`config.mk`:
```
export PLATFORM = sky130hd
export DESIGN_NAME = fm_phase_gen
export DESIGN_NICKNAME = d
export VERILOG_FILES = /design/src/rtl/fm_pg_pkg.sv /design/src/rtl/fm_pg_regs.sv /design/src/rtl/fm_pg_incr.sv /design/src/rtl/fm_pg_accum.sv /design/src/rtl/fm_phase_gen.sv
export SDC_FILE = /design/constraint.sdc
export NUM_CORES = 1
export LEC_CHECK = 0
export ABC_CLOCK_PERIOD_IN_PS = 11800
export CAP_MARGIN = 20
export CORE_MARGIN = 2
export CORE_UTILIZATION = 35
export CTS_CLUSTER_SIZE = 40
export DETAILED_ROUTE_END_ITERATION = 8
export GPL_TIMING_DRIVEN = 0
export PLACE_DENSITY = 0.55
export SYNTH_ARGS = -nofsm -noshare
export SYNTH_HDL_FRONTEND = slang
export SYNTH_SLANG_ARGS = --single-unit
```
`constraint.sdc`:
```
create_clock -name clk -period 11.8 [get_ports clk]
set_input_delay 1.77 -clock clk [delete_from_list [all_inputs] [get_ports clk]]
set_output_delay 1.77 -clock clk [all_outputs]
set_load 0.01 [all_outputs]
```
`src/rtl/fm_pg_pkg.sv`:
```
package fm_pg_pkg;

    parameter int FNUM_W = 11;
    parameter int BLK_W  = 3;
    parameter int DT_W   = 3;
    parameter int MUL_W  = 4;
    parameter int KC_W   = BLK_W + 2;
    parameter int MAG_W  = 7;

    typedef enum logic [1:0] {
        SEL_FREQ_LO = 2'd0,
        SEL_FREQ_HI = 2'd1,
        SEL_OP_CFG  = 2'd2,
        SEL_NONE    = 2'd3
    } reg_sel_e;

    typedef struct packed {
        logic [BLK_W-1:0]  blk;
        logic [FNUM_W-1:0] fnum;
    } freq_t;

    typedef struct packed {
        logic [DT_W-1:0]  dt;
        logic [MUL_W-1:0] mul;
    } op_cfg_t;

    // fractional key position from the top four frequency bits
    function automatic logic [1:0] kc_frac(input logic [3:0] top);
        if (top <= 4'd6)      return 2'd0;
        else if (top == 4'd7) return 2'd1;
        else if (top == 4'd8) return 2'd2;
        else                  return 2'd3;
    endfunction

    function automatic logic [KC_W-1:0] make_keycode(input freq_t f);
        return {f.blk, kc_frac(f.fnum[FNUM_W-1 -: 4])};
    endfunction

    // offset magnitude grows with row and with key code
    function automatic logic [MAG_W-1:0] detune_mag(input logic [1:0] row,
                                                    input logic [KC_W-1:0] kc);
        return MAG_W'(row) * (MAG_W'(kc >> 1) + MAG_W'(1));
    endfunction

endpackage

```
`src/rtl/fm_pg_regs.sv`:
```
module fm_pg_regs
    import fm_pg_pkg::*;
#(
    parameter int NUM_OPS = 4
) (
    input  logic                       clk,
    input  logic                       rst,
    input  logic                       wr_en,
    input  logic [1:0]                 wr_sel,
    input  logic [$clog2(NUM_OPS)-1:0] wr_op,
    input  logic [7:0]                 wr_data,
    output freq_t                      freq,
    output op_cfg_t [NUM_OPS-1:0]      cfg
);

    localparam int LATCH_W = BLK_W + (FNUM_W - 8);

    logic [LATCH_W-1:0] hi_latch;
    reg_sel_e           sel;

    assign sel = reg_sel_e'(wr_sel);

    always_ff @(posedge clk) begin
        if (rst) begin
            hi_latch <= '0;
            freq     <= '0;
            cfg      <= '0;
        end else if (wr_en) begin
            case (sel)
                SEL_FREQ_HI: hi_latch <= wr_data[LATCH_W-1:0];
                SEL_FREQ_LO: begin
                    freq.blk  <= hi_latch[LATCH_W-1 -: BLK_W];
                    freq.fnum <= {hi_latch[FNUM_W-9:0], wr_data};
                end
                SEL_OP_CFG: begin
                    cfg[wr_op].dt  <= wr_data[MUL_W +: DT_W];
                    cfg[wr_op].mul <= wr_data[MUL_W-1:0];
                end
                default: ;
            endcase
        end
    end

    AST_HI_LATCH_ONLY: assert property (@(posedge clk) disable iff (rst)
        (wr_en && sel == SEL_FREQ_HI) |=> $stable(freq) && $stable(cfg));

    AST_UNUSED_SEL: assert property (@(posedge clk) disable iff (rst)
        (wr_en && sel == SEL_NONE) |=> $stable(freq) && $stable(cfg) && $stable(hi_latch));

endmodule

```
`src/rtl/fm_pg_incr.sv`:
```
module fm_pg_incr
    import fm_pg_pkg::*;
#(
    parameter int PHASE_W    = 20,
    parameter int OCT7_SHIFT = 2
) (
    input  freq_t               freq,
    input  op_cfg_t             cfg,
    output logic [PHASE_W-1:0]  inc
);

    localparam int BASE_W = FNUM_W + OCT7_SHIFT;
    localparam int DET_W  = PHASE_W + 1;
    localparam int FAC_W  = MUL_W + 2;
    localparam int PROD_W = DET_W + FAC_W;

    logic [BASE_W-1:0]        base;
    logic [KC_W-1:0]          kc;
    logic [MAG_W-1:0]         mag;
    logic signed [DET_W-1:0]  det;
    logic signed [FAC_W-1:0]  fac;
    logic signed [PROD_W-1:0] prod;

    always_comb begin
        base = (BASE_W'(freq.fnum) << OCT7_SHIFT) >> (3'd7 - freq.blk);
        kc   = make_keycode(freq);
        mag  = detune_mag(cfg.dt[1:0], kc);
        // offset joins the base before the ratio multiply
        if (cfg.dt[DT_W-1])
            det = $signed(DET_W'(base)) - $signed(DET_W'(mag));
        else
            det = $signed(DET_W'(base)) + $signed(DET_W'(mag));
        // ratio in halves: field 0 is one half, otherwise twice the field
        fac  = (cfg.mul == '0) ? FAC_W'(1) : $signed({1'b0, cfg.mul, 1'b0});
        prod = PROD_W'(det) * PROD_W'(fac);
        inc  = prod[PHASE_W:1];
    end

endmodule

```
`src/rtl/fm_pg_accum.sv`:
```
module fm_pg_accum #(
    parameter int PHASE_W = 20
) (
    input  logic               clk,
    input  logic               rst,
    input  logic               key_on,
    input  logic               sample_en,
    input  logic [PHASE_W-1:0] inc,
    output logic [PHASE_W-1:0] phase
);

    logic key_q;
    logic key_rise;

    assign key_rise = key_on & ~key_q;

    always_ff @(posedge clk) begin
        if (rst) begin
            key_q <= 1'b0;
            phase <= '0;
        end else begin
            key_q <= key_on;
            if (key_rise)
                phase <= '0;
            else if (sample_en)
                phase <= phase + inc;
        end
    end

    AST_RESTART_ZERO: assert property (@(posedge clk) disable iff (rst)
        key_rise |=> (phase == '0));

    AST_HOLD_IDLE: assert property (@(posedge clk) disable iff (rst)
        (!key_rise && !sample_en) |=> $stable(phase));

    AST_STEP_BY_INC: assert property (@(posedge clk) disable iff (rst)
        (!key_rise && sample_en) |=> (phase == $past(phase + inc)));

endmodule

```
`src/rtl/fm_phase_gen.sv`:
```
module fm_phase_gen
    import fm_pg_pkg::*;
#(
    parameter int NUM_OPS    = 4,
    parameter int PHASE_W    = 20,
    parameter int OCT7_SHIFT = 2
) (
    input  logic                       clk,
    input  logic                       rst,
    input  logic                       wr_en,
    input  logic [1:0]                 wr_sel,
    input  logic [$clog2(NUM_OPS)-1:0] wr_op,
    input  logic [7:0]                 wr_data,
    input  logic [NUM_OPS-1:0]         key_on,
    input  logic                       sample_en,
    output logic [NUM_OPS*PHASE_W-1:0] phase,
    output logic [KC_W-1:0]            key_code
);

    freq_t                 freq;
    op_cfg_t [NUM_OPS-1:0] cfg;

    fm_pg_regs #(.NUM_OPS(NUM_OPS)) u_regs (
        .clk     (clk),
        .rst     (rst),
        .wr_en   (wr_en),
        .wr_sel  (wr_sel),
        .wr_op   (wr_op),
        .wr_data (wr_data),
        .freq    (freq),
        .cfg     (cfg)
    );

    assign key_code = make_keycode(freq);

    for (genvar g = 0; g < NUM_OPS; g++) begin : g_op
        logic [PHASE_W-1:0] op_inc;

        fm_pg_incr #(.PHASE_W(PHASE_W), .OCT7_SHIFT(OCT7_SHIFT)) u_incr (
            .freq (freq),
            .cfg  (cfg[g]),
            .inc  (op_inc)
        );

        fm_pg_accum #(.PHASE_W(PHASE_W)) u_accum (
            .clk       (clk),
            .rst       (rst),
            .key_on    (key_on[g]),
            .sample_en (sample_en),
            .inc       (op_inc),
            .phase     (phase[g*PHASE_W +: PHASE_W])
        );
    end

endmodule

```
# Word-level counts from Yosys, hierarchy flattened
# Index checks and enable logic that the tools add are counted.
# op_classes
mul	8
eq_ne	4
magnitude_cmp	3
bitwise_logic	8
n_reduce_logical	13
n_shift	1
muxes	17
addsub	14
# ops
cell	count
$mul A21 B6 Y21	4
$mux W21	4
$add A20 B20 Y20	4
$add A13 B7 Y14	4
$bwmux W28	2
$sub A13 B7 Y14	4
$demux W7 S2	2
$mul A2 B7 Y7	3
$mux W5	4
$logic_not A4 Y1	4
$shr A13 B3 Y13	1
$reduce_or A2 Y1	4
$mul A2 B5 Y7	1
$mux W7	1
$reduce_and A2 Y1	3
$add A4 B1 Y5 const B	1
$and A1 B1 Y1	4
$eq A4 B3 Y1 const B	1
$eq A4 B4 Y1 const B	1
$le A4 B3 Y1 const B	1
$mux W2	2
$mux W4	1
$not A1 Y1	4
$lt A2 B3 Y1 const B	1
7 further kinds	7
# word_totals
word_cells	87
register_bits	132
input_bits	20

# Longest topological paths before layout
# Gate-level depths: netlist of the first run.
# logic_depth
word_depth	10
ltp_mapped	42
ltp_nobuf	39

# Hierarchy
# Synthesis of the first run repeated with hierarchy kept, for this count alone.
# unflattened
cells_unflattened	3373
area_unflattened_um2	26897.0
# by_module_without_submodules
module	area_per_inst_um2	seq_area_each_um2	cells_per_inst	n_inst
fm_pg_accum (g_op[0].u_accum ...)	1908.1	420.4	236	3
fm_pg_incr (g_op[0].u_incr)	4460.5	0.0	588	1
fm_pg_incr (g_op[3].u_incr)	4443.0	0.0	570	1
fm_pg_incr (g_op[2].u_incr)	4289.1	0.0	543	1
fm_pg_incr (g_op[1].u_incr)	4269.1	0.0	546	1
fm_pg_regs	1860.5	960.9	196	1
fm_pg_accum (g_op[2].u_accum)	1828.0	420.4	217	1
fm_phase_gen	22.5	0.0	5	1

# Worst setup path after synthesis of the first run
# Ideal clock, no wire load.
# synth_timing
path_type	register to register
startpoint	register, netlist name u_regs.freq[12]
endpoint	register g_op[3].u_accum.phase[19]
arrival_ns	8.831
slack_ns	2.855
path_stages_with_launch	39
setup_time_ns	0.115
required_ns	11.685
n_path_buf	2
path_cell_list	dfxtp_1 -> buf_4 -> buf_2 -> mux2_2 -> nor2_1 -> a21oi_1 -> nor2_1 -> a21oi_1 -> ha_1 -> o21bai_1 -> a21oi_1 -> o21bai_1 -> a21oi_1 -> o311ai_0 -> nand2_1 -> xnor2_1 -> nand2_1 -> fa_1 -> [... 3 more ...] -> fa_1 -> inv_1 -> ha_1 -> a21oi_1 -> o2111ai_1 -> a221oi_2 -> o21ai_0 -> a21oi_1 -> o21bai_1 -> a21oi_1 -> xnor2_1 -> ha_1 -> a21o_1 -> a21oi_1 -> o21ai_0 -> or4_1 -> and3_1 -> o21a_1
# synth_via
elab_chain_cells	6
word_cells_on_any_way	9
classes_between	add/sub (5); mul (2); shift (1); mux (1)
# synth_rtl
item	line_no	source
$add A4 B1 Y5 or $sub A3 B3 Y3 (tied branches)	fm_pg_pkg.sv:42, fm_pg_incr.sv:25	
$mul A2 B5 Y7 or $shr A13 B3 Y13 (tied branches)	fm_pg_pkg.sv:42, fm_pg_incr.sv:25	
$add A13 B7 Y14 or $sub A13 B7 Y14 (tied branches)	fm_pg_incr.sv:32, fm_pg_incr.sv:30	
$mux W21 *	fm_pg_incr.sv:29	if (cfg.dt[DT_W-1])
$mul A21 B6 Y21 *	fm_pg_incr.sv:35	prod = PROD_W'(det) * PROD_W'(fac);
$add A20 B20 Y20 *	fm_pg_accum.sv:26	phase <= phase + inc;
end signal, assigned	fm_pg_accum.sv:26	
end, declared	fm_pg_accum.sv:9	output logic [PHASE_W-1:0] phase
# Mark *: on every way between the ends. The rest lies on a longest branch, timed or not.
# A chain may end at the register's enable or synchronous reset.

# Final worst setup path of the first run
# layout_timing
startpoint	register, netlist name u_regs.freq[12]
endpoint	register g_op[3].u_accum.phase[19]
# layout_via
elab_chain_cells	6
word_cells_on_any_way	9
classes_between	add/sub (5); mul (2); shift (1); mux (1)
# layout_rtl
item	line_no
$add A4 B1 Y5 or $sub A3 B3 Y3 (tied branches)	fm_pg_pkg.sv:42, fm_pg_incr.sv:25
$mul A2 B5 Y7 or $shr A13 B3 Y13 (tied branches)	fm_pg_pkg.sv:42, fm_pg_incr.sv:25
$add A13 B7 Y14 or $sub A13 B7 Y14 (tied branches)	fm_pg_incr.sv:32, fm_pg_incr.sv:30
$mux W21 *	fm_pg_incr.sv:29
$mul A21 B6 Y21 *	fm_pg_incr.sv:35
$add A20 B20 Y20 *	fm_pg_accum.sv:26
# Marks and branches as above.

==> results of run 1 <==
-- routing by layer --
layer	wire length, um	up-vias	track usage	part of all wire
li1	-	10000	-	-
met1	34000	9279	0.288	0.51
met2	28400	349	0.302	0.43
met3	2370	57	0.0249	0.036
met4	1300	0	0.0513	0.020
met5	0	-	0	0
-- cells in the final DEF, fill, tap and decap left out, types with 7 or more instances in the layout --
| master | Yosys | layout |
|---|---|---|
| o21ai_1 | 4 | 7 |
| o21a_1 | 26 | 26 |
| dfxtp_1 | 132 | 132 |
| mux2_2 | 7 | 7 |
| nor2_1 | 222 | 222 |
| a21boi_0 | 9 | 9 |
| and3_1 | 23 | 23 |
| clkbuf_16 | 0 | 17 |
| clkbuf_1 | 62 | 61 |
| nand2b_1 | 13 | 13 |
| ha_1 | 317 | 317 |
| nor2b_1 | 46 | 46 |
| nand2_1 | 273 | 273 |
| and2_1 | 185 | 185 |
| o31ai_1 | 7 | 7 |
| xor2_1 | 44 | 44 |
| o21ai_0 | 105 | 102 |
| clkdlybuf4s50_1 | 0 | 104 |
| xnor2_1 | 122 | 122 |
| fa_1 | 200 | 200 |
| a21oi_1 | 196 | 195 |
| o211ai_1 | 20 | 20 |
| or3_1 | 13 | 13 |
| a211oi_1 | 30 | 30 |
| inv_1 | 427 | 427 |
| mux2i_1 | 94 | 94 |
| o21bai_1 | 37 | 37 |
| or4_1 | 8 | 8 |
| buf_8 | 0 | 7 |
| nor3_1 | 27 | 27 |
| o22ai_1 | 16 | 16 |
| nand3_1 | 37 | 37 |
| a21o_1 | 77 | 77 |
| a211o_1 | 8 | 8 |
| buf_4 | 6 | 9 |
| o31a_1 | 7 | 7 |
| a31oi_1 | 14 | 14 |
| nand4_1 | 16 | 16 |
-- path summary, 6_finish.rpt --
path,slack [ns],end,depth (start not counted)
worst max register to register,1.16,g_op[3].u_accum.phase[19]$_SDFFE_PP0P_,39
worst max-delay path,1.16,g_op[3].u_accum.phase[19]$_SDFFE_PP0P_,39
worst min register to register,0.45,u_regs.freq[13]$_SDFFE_PP0P_,2
worst min-delay path,0.45,u_regs.freq[13]$_SDFFE_PP0P_,2
-- worst reg2reg max path, delay by kind of cell, from the launching register on --
family / cells / cell delay, ns
xor+xnor: 2 / 0.66
flops: 1 / 0.49
buf+inv: 6 / 1.10
fa+ha+maj: 7 / 3.02
simple gates: 5 / 1.10
mux: 1 / 0.13
compound gates: 18 / 4.04
-- cell type report --
type,instances,area (sq um)
Clock buffer,19,453
Buffer,77,317
Clock inverter,12,131
Antenna cell,1,2.50
Sequential cell,132,2640
Inverter,430,1610
Tap cell,864,1080
Timing Repair Buffer,115,1170
Fill cell,6868,39700
Multi-Input combinational cell,2285,18700
-- registers in the layout (all words and copies together), names as in the netlist --
register and count:
g_op.u_accum.key_q 4, g_op.u_accum.phase 80, u_regs.cfg 28, u_regs.freq 14, u_regs.hi_latch 6
-- power breakdown --
group	leakage [nW]	switching [mW]	internal, mW	total (mW)
clock network	0.277	0.256	0.320	0.577
registers	1.07	0.00724	0.452	0.459
logic	11.4	0.0925	0.0502	0.143
total	12.7	0.356	0.822	1.18
-- kinds of logic (layout without fill, tap and decap cells) --
logic type / after synthesis / count (layout)
AOI/OAI and AO/OA: 609 / 609
xor gates and xnor gates: 168 / 168
adders and majority gates: 517 / 517
buffers and inverters: 507 / 653
DFF: 132 / 132
muxes: 105 / 105
other: 0 / 1
and+or+nand+nor: 886 / 886
-- metrics by stage --
stage	total power, mW	instances	instance area, sq um	utilization	worst slack [ns]
2_1_floorplan	0.546	2924	23300	-	2.85
3_3_place_gp	0.608	3892	25400	0.386	0.0974
3_5_place_dp	0.612	3900	25500	0.387	0.979
4_1_cts	1.20	3931	26100	0.396	0.921
5_1_grt	1.22	3934	26100	0.397	0.432
6_report	1.18	3935	26100	0.397	1.16
==> metrics, run 1 <==
share of layout cells above drive strength 1 0.0261; Peak VDD IR 0.0948 mV; Fin Hold WS 0.455 ns; worst path required time 12.18 ns; asr flop ratio synth 0; DR WL/cell 16.8 um; Initial DRT Pass Iterations 5; largest stage delay on the critical path 0.79 ns; fin crit share 0.902; H-tree Lvls 4; RSZ-0062 raised after global routing no; Cell Area, Synth 23300 sq um; Setup Skew 0.0215 ns; GR Overflow Total 0; Setup Viol. Count Final 0; Starting Density 0.354; largest net degree at the start of global routing 17; first-pass GRT wire length 105000 um; P_leak 12.7 nW; clk buf depth 2; Cell variety after synth 79; fmax 94.0 MHz; vias in the first global route 18700; Synth Area in Adders 0.342; CORE AREA 65900 sq um; Post-route DRC 0; CTS buffer count 17; most frequent CP cell a21oi_1; Top delay family on crit path compound AO/OA/AOI/OAI gates; Setup Fix Bufs, Post-CTS 0; simple-gate share of the synthesized area 0.183; die width 262 um; I/O pins 105; synth top area cells fa_1 17%, ha_1 17%, dfxtp_1 11%; # clock sinks 132; Post-Synth XOR/XNOR Area 0.0641; synth warn 0; syn_nets 3461; Final #Nets 3595; die area 68600 sq um; post-synth top area cell fa_1; Worst Hold Class flip-flop to flip-flop; Slew Limit Headroom 0.242; number of synthesized flops with an enable pin 0; reg2reg start u_regs.freq[12]$_SDFFE_PP0P_; fin crit period 10.64 ns; row count 94; CP max FO 10; Tot GR Track Use 0.196; Critical Path AT 11.02 ns; Mapped Cells 2924; Placer Congestion 0.882; mux cell area share after synthesis 0.0468; PD cells 45.1 nW/um^2; synth cell count leaders 427 x inv_1, 317 x ha_1, 273 x nand2_1, 222 x nor2_1, 200 x fa_1; Worst-Skew Late Latency 0.50 ns; Clock Pin Slew Worst Setup and Hold Paths 0.07 ns; average instance area after synthesis 7.96 sq um; Die Y 262 um; Top FF cell, synth dfxtp_1; Seq/Total Area, Yosys 0.113; Setup TNS 0 ns; routed via count 19700; Initial DRC Count 1050; Root Driver clkbuf_16; CP Launch Type flip-flop; Max-Cap Viols 0; Final Max Tran Viols 0; Antenna Nets Post-Route 0; outcome finished, final reports clean; Resized Gates After CTS 0; compound-cell area share of the yosys netlist 0.167; vias per inst 5.01; Area Overhead vs Synth 12.2%; largest family of logic cells by synthesized area adder cells; endpoints failing hold 0; min-delay src u_regs.hi_latch[5]$_SDFFE_PP0P_; Yosys top cell area share 0.172; synthesized flop and latch total 132; dpl hpwl 54200 um; Critical Path Start u_regs.freq[12]$_SDFFE_PP0P_; critical path class flip-flop to flip-flop; antenna violations before repair 0; Worst Setup End Kind flip-flop; CTS Hold Bufs 0; Worst-Margin Slew 1.14 ns; cell with the most instances after synthesis inv_1; CP max stage cell o22ai_1; WP buf/inv 6; CTS tree done; # port buffers 104; WL final 66100 um
(Power assumes the default switching activity.)
==> inputs of run 2 (changes only) <==
Settings changed: CTS_CLUSTER_DIAMETER set to 100.
==> results of run 2 <==
Final layout, timing and power as in run 1 (identical DEF).
